[src/rtl/bankmap_pkg.sv]
package bankmap_pkg;
  localparam int LOG_AW   = 20;               // logical address width
  localparam int WIN_BITS = 4;                // window select width
  localparam int BANK_W   = 5;                // bank number width
  localparam int IO_AW    = 16;
  localparam int IO_DW    = 16;
  localparam logic [15:0] IO_BASE = 16'h0200; // aligned to the register span
  localparam int NUM_WIN  = 1 << WIN_BITS;
  localparam int OFF_BITS = LOG_AW - WIN_BITS;
  localparam int PHYS_AW  = OFF_BITS + BANK_W;
  typedef logic [BANK_W-1:0] bank_t;
endpackage

[src/rtl/bankmap_rst_sync.sv]
module bankmap_rst_sync (
  input  logic clk,
  input  logic rst_n,
  output logic rst_sync_n
);
  logic [1:0] stage_q;
  logic [1:0] stage_d;

  always_comb stage_d = {stage_q[0], 1'b1};

  always_ff @(posedge clk or negedge rst_n) begin
    if (!rst_n) stage_q <= 2'b00;
    else        stage_q <= stage_d;
  end

  assign rst_sync_n = stage_q[1];
endmodule

[src/rtl/bankmap_io_decode.sv]
module bankmap_io_decode #(
  parameter int          IO_AW    = bankmap_pkg::IO_AW,
  parameter int          WIN_BITS = bankmap_pkg::WIN_BITS,
  parameter logic [15:0] IO_BASE  = bankmap_pkg::IO_BASE
) (
  input  logic                  clk,
  input  logic                  rst_n,
  input  logic                  wr_en,
  input  logic [IO_AW-1:0]      addr,
  output logic                  hit,
  output logic [WIN_BITS-1:0]   sel,
  output logic [(1<<WIN_BITS)-1:0] wr_onehot
);
  localparam int NUM_WIN = 1 << WIN_BITS;
  localparam int SPAN    = NUM_WIN * 2;   // bytes: one 16-bit word per window
  localparam logic [IO_AW:0] LO_LIM = {1'b0, IO_BASE[IO_AW-1:0]};
  localparam logic [IO_AW:0] HI_LIM = LO_LIM + SPAN[IO_AW:0];

  always_comb begin
    hit = ({1'b0, addr} >= LO_LIM) && ({1'b0, addr} < HI_LIM);
    sel = addr[WIN_BITS:1];
  end

  for (genvar w = 0; w < NUM_WIN; w++) begin : g_strobe
    assign wr_onehot[w] = wr_en && hit && (sel == w[WIN_BITS-1:0]);
  end

  assert_outside_quiet_R6: assert property (@(posedge clk) disable iff (!rst_n)
    (!hit) |-> (wr_onehot == '0));
  assert_single_window_R9: assert property (@(posedge clk) disable iff (!rst_n)
    $onehot0(wr_onehot));
endmodule

[src/rtl/bankmap_bank_regs.sv]
module bankmap_bank_regs #(
  parameter int          WIN_BITS = bankmap_pkg::WIN_BITS,
  parameter int          BANK_W   = bankmap_pkg::BANK_W,
  parameter int          IO_DW    = bankmap_pkg::IO_DW,
  parameter logic [BANK_W-1:0] RESET_BANK = '1
) (
  input  logic                              clk,
  input  logic                              rst_n,
  input  logic [(1<<WIN_BITS)-1:0]          wr_onehot,
  input  logic [IO_DW-1:0]                  wdata,
  input  logic [WIN_BITS-1:0]               rd_sel,
  output logic [BANK_W-1:0]                 rd_bank,
  output logic [(1<<WIN_BITS)-1:0][BANK_W-1:0] banks
);
  localparam int NUM_WIN = 1 << WIN_BITS;

  logic [NUM_WIN-1:0][BANK_W-1:0] bank_q;
  logic [NUM_WIN-1:0][BANK_W-1:0] bank_d;
  logic [NUM_WIN-1:0]             bank_en;

  for (genvar w = 0; w < NUM_WIN; w++) begin : g_win
    always_comb begin
      bank_en[w] = wr_onehot[w];
      bank_d[w]  = wdata[BANK_W-1:0];   // upper data bits are dropped
    end

    always_ff @(posedge clk or negedge rst_n) begin
      if (!rst_n)          bank_q[w] <= RESET_BANK;
      else if (bank_en[w]) bank_q[w] <= bank_d[w];
    end

    assert_win_load_R4: assert property (@(posedge clk) disable iff (!rst_n)
      wr_onehot[w] |=> (bank_q[w] == $past(wdata[BANK_W-1:0])));
    assert_win_hold_R9: assert property (@(posedge clk) disable iff (!rst_n)
      (!wr_onehot[w]) |=> $stable(bank_q[w]));
  end

  always_comb begin
    rd_bank = bank_q[rd_sel];
    banks   = bank_q;
  end
endmodule

[src/rtl/bankmap_xlate.sv]
module bankmap_xlate #(
  parameter int LOG_AW   = bankmap_pkg::LOG_AW,
  parameter int WIN_BITS = bankmap_pkg::WIN_BITS,
  parameter int BANK_W   = bankmap_pkg::BANK_W
) (
  input  logic                                 clk,
  input  logic                                 rst_n,
  input  logic [LOG_AW-1:0]                    log_addr,
  input  logic [(1<<WIN_BITS)-1:0][BANK_W-1:0] banks,
  output logic [LOG_AW-WIN_BITS+BANK_W-1:0]    phys_addr
);
  localparam int OFF_BITS = LOG_AW - WIN_BITS;

  logic [WIN_BITS-1:0] win;
  logic [BANK_W-1:0]   sel_bank;

  always_comb begin
    win       = log_addr[LOG_AW-1:OFF_BITS];
    sel_bank  = banks[win];
    phys_addr = {sel_bank, log_addr[OFF_BITS-1:0]};
  end

  assert_offset_pass_R3: assert property (@(posedge clk) disable iff (!rst_n)
    phys_addr[OFF_BITS-1:0] == log_addr[OFF_BITS-1:0]);
endmodule

[src/rtl/bankmap_window_mapper.sv]
module bankmap_window_mapper #(
  parameter int          LOG_AW   = bankmap_pkg::LOG_AW,
  parameter int          WIN_BITS = bankmap_pkg::WIN_BITS,
  parameter int          BANK_W   = bankmap_pkg::BANK_W,
  parameter int          IO_AW    = bankmap_pkg::IO_AW,
  parameter int          IO_DW    = bankmap_pkg::IO_DW,
  parameter logic [15:0] IO_BASE  = bankmap_pkg::IO_BASE
) (
  input  logic                             clk,
  input  logic                             rst_n,
  input  logic                             io_wr_en,
  input  logic                             io_rd_en,
  input  logic [IO_AW-1:0]                 io_addr,
  input  logic [IO_DW-1:0]                 io_wdata,
  output logic [IO_DW-1:0]                 io_rdata,
  input  logic [LOG_AW-1:0]                log_addr,
  output logic [LOG_AW-WIN_BITS+BANK_W-1:0] phys_addr
);
  localparam int NUM_WIN = 1 << WIN_BITS;

  logic                           rst_sync_n;
  logic                           hit;
  logic [WIN_BITS-1:0]            sel;
  logic [NUM_WIN-1:0]             wr_onehot;
  logic [BANK_W-1:0]              rd_bank;
  logic [NUM_WIN-1:0][BANK_W-1:0] banks;

  bankmap_rst_sync i_rst_sync (
    .clk(clk), .rst_n(rst_n), .rst_sync_n(rst_sync_n)
  );

  bankmap_io_decode #(.IO_AW(IO_AW), .WIN_BITS(WIN_BITS), .IO_BASE(IO_BASE)) i_decode (
    .clk(clk), .rst_n(rst_sync_n), .wr_en(io_wr_en), .addr(io_addr),
    .hit(hit), .sel(sel), .wr_onehot(wr_onehot)
  );

  bankmap_bank_regs #(.WIN_BITS(WIN_BITS), .BANK_W(BANK_W), .IO_DW(IO_DW)) i_regs (
    .clk(clk), .rst_n(rst_sync_n), .wr_onehot(wr_onehot), .wdata(io_wdata),
    .rd_sel(sel), .rd_bank(rd_bank), .banks(banks)
  );

  bankmap_xlate #(.LOG_AW(LOG_AW), .WIN_BITS(WIN_BITS), .BANK_W(BANK_W)) i_xlate (
    .clk(clk), .rst_n(rst_sync_n), .log_addr(log_addr), .banks(banks),
    .phys_addr(phys_addr)
  );

  always_comb begin
    io_rdata = '0;
    if (io_rd_en && hit) io_rdata[BANK_W-1:0] = rd_bank;
  end

  assert_rdata_zext_R7: assert property (@(posedge clk) disable iff (!rst_sync_n)
    io_rdata[IO_DW-1:BANK_W] == '0);
  assert_rdata_idle_R7: assert property (@(posedge clk) disable iff (!rst_sync_n)
    (!io_rd_en) |-> (io_rdata == '0));
  assert_update_next_R8: assert property (@(posedge clk) disable iff (!rst_sync_n)
    (io_wr_en && hit && $stable(log_addr) && log_addr[LOG_AW-1:LOG_AW-WIN_BITS] == sel)
      |=> (phys_addr[LOG_AW-WIN_BITS+BANK_W-1:LOG_AW-WIN_BITS] == $past(io_wdata[BANK_W-1:0])));
endmodule

[config.mk]
export PLATFORM = sky130hd
export DESIGN_NAME = bankmap_window_mapper
export DESIGN_NICKNAME = d
export VERILOG_FILES = /design/src/rtl/bankmap_pkg.sv /design/src/rtl/bankmap_rst_sync.sv /design/src/rtl/bankmap_io_decode.sv /design/src/rtl/bankmap_bank_regs.sv /design/src/rtl/bankmap_xlate.sv /design/src/rtl/bankmap_window_mapper.sv
export SDC_FILE = /design/constraint.sdc
export NUM_CORES = 1
export LEC_CHECK = 0
export BUFFER_PORTS_ARGS = -buffer_cell sky130_fd_sc_hd__buf_2
export CAP_MARGIN = 20
export CELL_PAD_IN_SITES_DETAIL_PLACEMENT = 0
export CELL_PAD_IN_SITES_GLOBAL_PLACEMENT = 1
export CORE_UTILIZATION = 41
export CTS_BUF_LIST = sky130_fd_sc_hd__clkbuf_16
export CTS_CLUSTER_DIAMETER = 200
export CTS_CLUSTER_SIZE = 24
export DETAILED_ROUTE_END_ITERATION = 10
export PLACE_DENSITY_LB_ADDON = 0.1
export SLEW_MARGIN = 40
export SYNTH_ARGS = -nofsm -noshare
export SYNTH_HDL_FRONTEND = slang
export SYNTH_SLANG_ARGS = --single-unit
[constraint.sdc]
create_clock -name clk -period 2.16 [get_ports clk]
set_input_delay 0.432 -clock clk [delete_from_list [all_inputs] [get_ports clk]]
set_output_delay 0.432 -clock clk [all_outputs]
set_load 0.005 [all_outputs]
==> results of run 1 <==
==> through the flow <==
stage / hold WS (ps) / std cells / cell area [um2]
after global placement: 218 / 503 / 5350
final: 351 / 525 / 5900
after global routing: 356 / 525 / 5900
after floorplan: 136 / 324 / 4820
after detailed placement: 218 / 503 / 5350
after CTS: 354 / 521 / 5820
==> power breakdown <==
| part | total, mW | internal (mW) | switching (mW) |
|---|---|---|---|
| Combinational | 0.291 | 0.141 | 0.149 |
| Sequential | 1.56 | 1.55 | 0.0140 |
| Clock | 1.60 | 0.992 | 0.613 |
==> layer usage <==
layer,up-vias,global-route usage
li1,1292,-
met1,1579,0.285
met2,92,0.338
met3,22,0.0529
met4,0,0.0724
met5,-,0
==> sequential cells by signal, indices dropped and copies added (netlist names) <==
name	flops
i_regs.banks	80
i_rst_sync.stage_q	2
==> path summary, 6_finish.rpt <==
kind	from	end	slack, ps	depth (start not counted)
worst max register to register	i_rst_sync.stage_q[1]$_DFF_PN0_	i_regs.banks[29]$_DFFE_PN1P_	1100	1
worst min-delay path	i_rst_sync.stage_q[0]$_DFF_PN0_	i_rst_sync.stage_q[1]$_DFF_PN0_	350	0
worst min register to register	i_rst_sync.stage_q[0]$_DFF_PN0_	i_rst_sync.stage_q[1]$_DFF_PN0_	350	0
min in group asynchronous	rst_n	i_rst_sync.stage_q[1]$_DFF_PN0_	390	2
max in group asynchronous	i_rst_sync.stage_q[1]$_DFF_PN0_	i_regs.banks[29]$_DFFE_PN1P_	1100	1
worst max-delay path	i_regs.banks[19]$_DFFE_PN1P_	phys_addr[20]	-120	3
==> timing repair <==
action / CTS / global route
buffers inserted: 1 / 4
hold buffers: 1 / 0
endpoints found under the setup margin: 10 / 10
endpoints found under the hold margin: 2 / 0
gates resized for setup: 27 / 12
pin swaps: 10 / 6
gates cloned: 2 / 0
==> critical path, cell delays in order, from the launching register on <==
cell	delay [ps]
dfstp_2	370
mux4_2	500
mux4_2	490
buf_2	140
==> synthesized netlist by cell type (3+ instances only) <==
cell / count / area, um2
a211oi_1: 8 / 60.1
buf_2: 8 / 40.0
buf_4: 27 / 203
clkbuf_1: 14 / 52.6
dfstp_2: 80 / 2100
mux2_2: 75 / 845
mux2_4: 5 / 75.1
mux2i_1: 8 / 80.1
mux4_2: 43 / 968
nand4_1: 3 / 18.8
nor2_1: 6 / 22.5
nor2b_1: 6 / 37.5
nor3_1: 3 / 15.0
nor3_2: 3 / 30.0
or3_1: 3 / 18.8
==> cells by family after synthesis <==
group	Yosys count	share of synthesized area
flops	82	0.450
other cells	2	0.00157
compound gates	13	0.0199
buf+inv	51	0.0633
mux	131	0.411
simple gates	35	0.0539
==> layout make-up <==
type | count | area [um2]
Fill cell | 1002 | 5470
Multi-Input combinational cell | 191 | 2470
Sequential cell | 82 | 2160
Timing Repair Buffer | 93 | 788
Clock buffer | 9 | 225
Tap cell | 143 | 179
Clock inverter | 6 | 76.3
Inverter | 1 | 3.75
==> cell usage in the layout (no fill, tap or decap), types with 2 or more instances in the layout <==
cell type	instances
dfstp_2	80
mux2_2	75
mux4_2	43
buf_4	43
buf_2	34
conb_1	12
clkbuf_16	9
buf_12	9
a211oi_2	8
mux2i_2	6
nor2_1	6
mux2_4	5
nor2b_4	4
buf_6	4
inv_1	3
nor3_1	3
nand4_1	3
nor3_2	3
or3_1	3
nor2b_1	2
a221oi_2	2
mux2i_1	2
nand2b_1	2
bufinv_16	2
==> reports/results.ini, run 1 <==
[logic_synthesis]
ys_types = 33
syn_area_um2 = 4780
synth-main-ff-cell = dfstp_2
synth_area_per_cell_um2 = 15.2
postSynthCellCount = 314
synth_edf_count = 0
ys_warn_count = 0
synth_seq_cells = 82
ys_async_sr_fraction = 1.00
yosysSeqAreaShare = 0.450

[cells_and_area]
drive_gt1_frac = 0.880
fin_util = 0.519
n_antenna_cell = 0
num-nets-final = 434
area_growth_pct = 23.4

[clocking]
clock_latency_ps = 340
clk_pin_slew_ps = 60
cts_tree = yes
cts.path.max_buffers = 2
cts_sinks = 82
cts_buffers = 9
htreeDepth = 3
clockRootBuffer = clkbuf_16

[floorplanning]
io_pins = 93
std_cell_rows = 39
die_h_um = 110
fp.dieW_um = 110
start_util = 0.421
fp.dieArea_um2 = 12100
design.core.area_um2 = 11400

[pwr]
cellPowerDensity_nw_per_um2 = 586
p_total_mw = 3.46
peakVddDrop_mv = 0.357
leakagePower_nw = 2.41

[route]
route.met3.wl_um = 569
drt-vias-per-instance = 5.69
dr.max_layer_used = met4
vias = 2985
routed_wl_mm = 11.5
wl_per_cell_um = 22.0
firstDrtPassIters = 4
first_iter_violations = 70
drtAntennaViolNets = 0
route.detailed.drc = 0
met2_length_mm = 5.53
drt-met1-wl_mm = 5.19

[timing]
maxSlewViolCount = 0
fin_ws_ps = -121
skew_ps = 4.85
finalHoldViolations = 0
period_needed_ps = 2280
fmax_mhz = 438
setup_tns_ps = -505
setup_violations = 5
rsz0062_at_grt = true
fin_crit_sh = 1.06

[global_routing]
grt_antenna_before_repair = 0
grtUsageTotal = 0.213
grt_pass1_vias = 3165
gr-total-overflow = 0
grt_max_degree = 35
grt_pass1_wl_mm = 18.0

[critical_path]
startpoint_type = flop
worst-endpoint-required_ps = 1730
end_kind = output port
crit_type = flop to output port
cp_data_arrival_time_ps = 1850
crit_fanout = 3

[place]
port_buffers = 37
post-dp-hpwl_mm = 8.34
post-place-ws_ps = -245
finalWeightedCongestion = 0.817

[status]
status = finished with violations
violations = negative setup slack

[job]
cap_violations = 0

[min_path]
hold_path_class = flop to flop

(Power assumes the default switching activity.)
==> run 2, diff against run 1 <==
--- a/config.mk
+++ b/config.mk
@@ -11,3 +11,3 @@
 export CELL_PAD_IN_SITES_GLOBAL_PLACEMENT = 1
-export CORE_UTILIZATION = 41
+export CORE_UTILIZATION = 42
 export CTS_BUF_LIST = sky130_fd_sc_hd__clkbuf_16
@@ -20,2 +20,3 @@
 export SYNTH_HDL_FRONTEND = slang
+export SYNTH_HIERARCHICAL = 1
 export SYNTH_SLANG_ARGS = --single-unit
--- a/constraint.sdc
+++ b/constraint.sdc
@@ -3,2 +3,2 @@
 set_output_delay 0.432 -clock clk [all_outputs]
-set_load 0.005 [all_outputs]
+set_load 0.05 [all_outputs]
==> run 2 against run 1 <==
Against the previous run: the flow still finishes with violations (negative setup slack); sequential power about the same; sequential share of layout area fell by 0.34 points; design area up 0.93%; clock power decreased by 7%; area after synthesis grew 4.2%; maximum frequency fell by 2.4%; hold slack better by 4.8 ps; synthesized cell count up 10%; utilization about the same; global-route usage is 0.55 points higher; die area grew 1.7%; critical endpoint is now io_rdata[0]; largest cell class unchanged; largest power group is now sequential cells.
==> reports/results.ini, run 2 <==
[status]
status = finished with violations
violations = negative setup slack

[cells_and_area]
multiInputGateArea_um2 = 2600  ; +5.2%
num-nets-final = 454  ; +4.6%
seq_area_um2 = 2160  ; unchanged
largest_reg_flops = 80  ; unchanged
fill_cells = 972  ; -3.0%
fin_util = 0.519  ; about the same
area_growth_pct = 19.5
drive_gt1_frac = 0.829  ; -0.0508
final_cell_mix = 80 x mux2_2, 80 x dfstp_2, 40 x buf_4, 40 x mux4_2, 24 x buf_2
n_antenna_cell = 0  ; unchanged

[timing]
rsz0062_at_grt = true
fin_ws_ps = -176  ; -54.9 ps
setup_violations = 9  ; +4
worst_slew_pin_slew_ps = 575
period_needed_ps = 2340  ; +54.9 ps
setup_tns_ps = -759  ; -254 ps
finalHoldViolations = 0  ; unchanged
skew_ps = 5.22  ; +0.363 ps
maxSlewHeadroom = 0.616
fmax_mhz = 428  ; -2.4%
fin_crit_sh = 1.08  ; +0.0254
maxSlewViolCount = 0  ; unchanged

[place]
port_buffers = 37  ; unchanged
post-dp-hpwl_mm = 8.73  ; +4.8%
post-place-ws_ps = -535  ; -290 ps
finalWeightedCongestion = 0.739  ; -9.5%

[critical_path]
crit_fanout = 3  ; unchanged
crit_cells = 5  ; +2
max_stage_delay_ps = 500  ; about the same
regToRegStartpoint = i_rst_sync/stage_q[1]$_DFF_PN0_
worst-endpoint-required_ps = 1730  ; about the same
crit_type = flop to output port
reg2reg_depth = 1  ; unchanged
r2r_setup_slack_ps = 1210  ; +110 ps
crit_family = multiplexers
worst_path_max_delay_cell = mux4_2
worstReg2RegEnd = i_regs/banks[18]$_DFFE_PN1P_
crit_path_end = io_rdata[0]
crit_chain = mux4_2, a22oi_2, nand3_1, and3_4, buf_8
end_kind = output port
startpoint = i_regs/banks[15]$_DFFE_PN1P_
startpoint_type = flop
cp_num_buf_inv = 1  ; unchanged
cp_data_arrival_time_ps = 1900  ; +50 ps

[pwr]
leakagePower_nw = 2.36  ; -2.1%
p_total_mw = 3.35  ; -3.0%
peakVddDrop_mv = 0.380  ; +6.4%
cellPowerDensity_nw_per_um2 = 563  ; -3.9%

[route]
first_iter_violations = 155  ; +120%
route.detailed.drc = 0  ; unchanged
vias = 3190  ; +6.9%
firstDrtPassIters = 4  ; unchanged
routed_wl_mm = 12.4  ; +7.5%
drt-vias-per-instance = 5.84  ; +2.8%
wl_per_cell_um = 22.7  ; +3.3%
drtAntennaViolNets = 0  ; unchanged

[job]
cap_violations = 0  ; unchanged

[global_routing]
grtUsageTotal = 0.219  ; +0.00553
grt_pass1_wl_mm = 19.8  ; +10%
grt_max_degree = 43  ; +23%
grt_antenna_before_repair = 0  ; unchanged
grt_pass1_vias = 3304  ; +4.4%
gr-total-overflow = 0  ; unchanged

[logic_synthesis]
ys_warn_count = 6  ; +6
synth-main-ff-cell = dfstp_2
ys_types = 27  ; -18%
yosys.area.top_type_share = 0.422  ; -0.0177
synth_edf_count = 0  ; unchanged
synth_area_per_cell_um2 = 14.4  ; -5.5%
yosys.area.top_type = dfstp_2
syn_area_um2 = 4980  ; +4.2%
yosysSeqAreaShare = 0.432  ; -0.0181
synth_seq_cells = 82  ; unchanged
postSynthCellCount = 346  ; +10%
synthTopCellsByCount = 80 x dfstp_2, 80 x mux2_2, 40 x mux4_2
ys_async_sr_fraction = 1.00  ; unchanged
synth_area_leaders = dfstp_2 42%, mux2_2 18%, mux4_2 18%, buf_4 5.0%, nor4_2 2.5%

[floorplanning]
die_h_um = 111  ; +0.84%
start_util = 0.435  ; +0.0139
fp.dieArea_um2 = 12300  ; +1.7%
design.core.area_um2 = 11500  ; +0.86%
fp.dieW_um = 111  ; +0.84%
io_pins = 93  ; unchanged
std_cell_rows = 39  ; unchanged

[clocking]
cts.path.max_buffers = 2  ; unchanged
cts_sinks = 82  ; unchanged
htreeDepth = 3  ; unchanged
clk_pin_slew_ps = 60  ; about the same
clockRootBuffer = clkbuf_16
cts_tree = yes
clock_latency_ps = 350  ; about the same
cts_buffers = 9  ; unchanged

[min_path]
hold_path_class = flop to flop

-- run 2: what timing repair did --
item / CTS / global route
buffers inserted: 1 / 0
gates cloned: 1 / 0
hold buffers: 1 / 0
gates resized for setup: 52 / 3
pin swaps: 20 / 2
endpoints found under the setup margin: 15 / 10
endpoints found under the hold margin: 2 / 0
-- run 2: layout make-up --
type,count,area share
Clock buffer,9,0.0378
Clock inverter,7,0.0103
Multi-Input combinational cell,220,0.437
Sequential cell,82,0.362
Tap cell,143,0.0300
Timing Repair Buffer,85,0.123
-- run 2: metrics by stage --
step	hold slack, ps	cells	cell area (um2)
floorplan	136	356	5060
global placement	218	527	5420
CTS	358	546	5940
global route	373	546	5960
finish	356	546	5960
detailed placement	220	527	5420
-- run 2: layer usage --
layer  global-route usage  vias to the layer above  share of wire
met5                    0                        -              0
met4               0.0569                        0          0.011
met3               0.0459                       12          0.041
met2                0.335                       84           0.46
met1                0.316                     1682           0.48
li1                     -                     1412              -
-- run 2: cells by family after synthesis --
| kind of cell | synth area share |
|---|---|
| simple gates | 0.113 |
| mux | 0.362 |
| compound gates | 0.0151 |
| other cells | 0.00151 |
| flops | 0.432 |
| buf+inv | 0.0771 |
-- run 2: power by group --
part / internal, mW / total, mW / switching (mW)
clock network: 0.880 / 1.49 / 0.607
logic: 0.112 / 0.305 / 0.193
registers: 1.55 / 1.56 / 0.0142
-- run 2: worst min path at each step --
stage / endpoint / from / cells after the start
finish: i_rst_sync/stage_q[1]$_DFF_PN0_ / i_rst_sync/stage_q[0]$_DFF_PN0_ / 0
floorplan: i_rst_sync/stage_q[0]$_DFF_PN0_ / rst_n / 0
global placement: i_rst_sync/stage_q[0]$_DFF_PN0_ / rst_n / 1
detailed placement: i_rst_sync/stage_q[0]$_DFF_PN0_ / rst_n / 1
global route: i_rst_sync/stage_q[1]$_DFF_PN0_ / i_rst_sync/stage_q[0]$_DFF_PN0_ / 0
CTS: i_rst_sync/stage_q[1]$_DFF_PN0_ / i_rst_sync/stage_q[0]$_DFF_PN0_ / 0
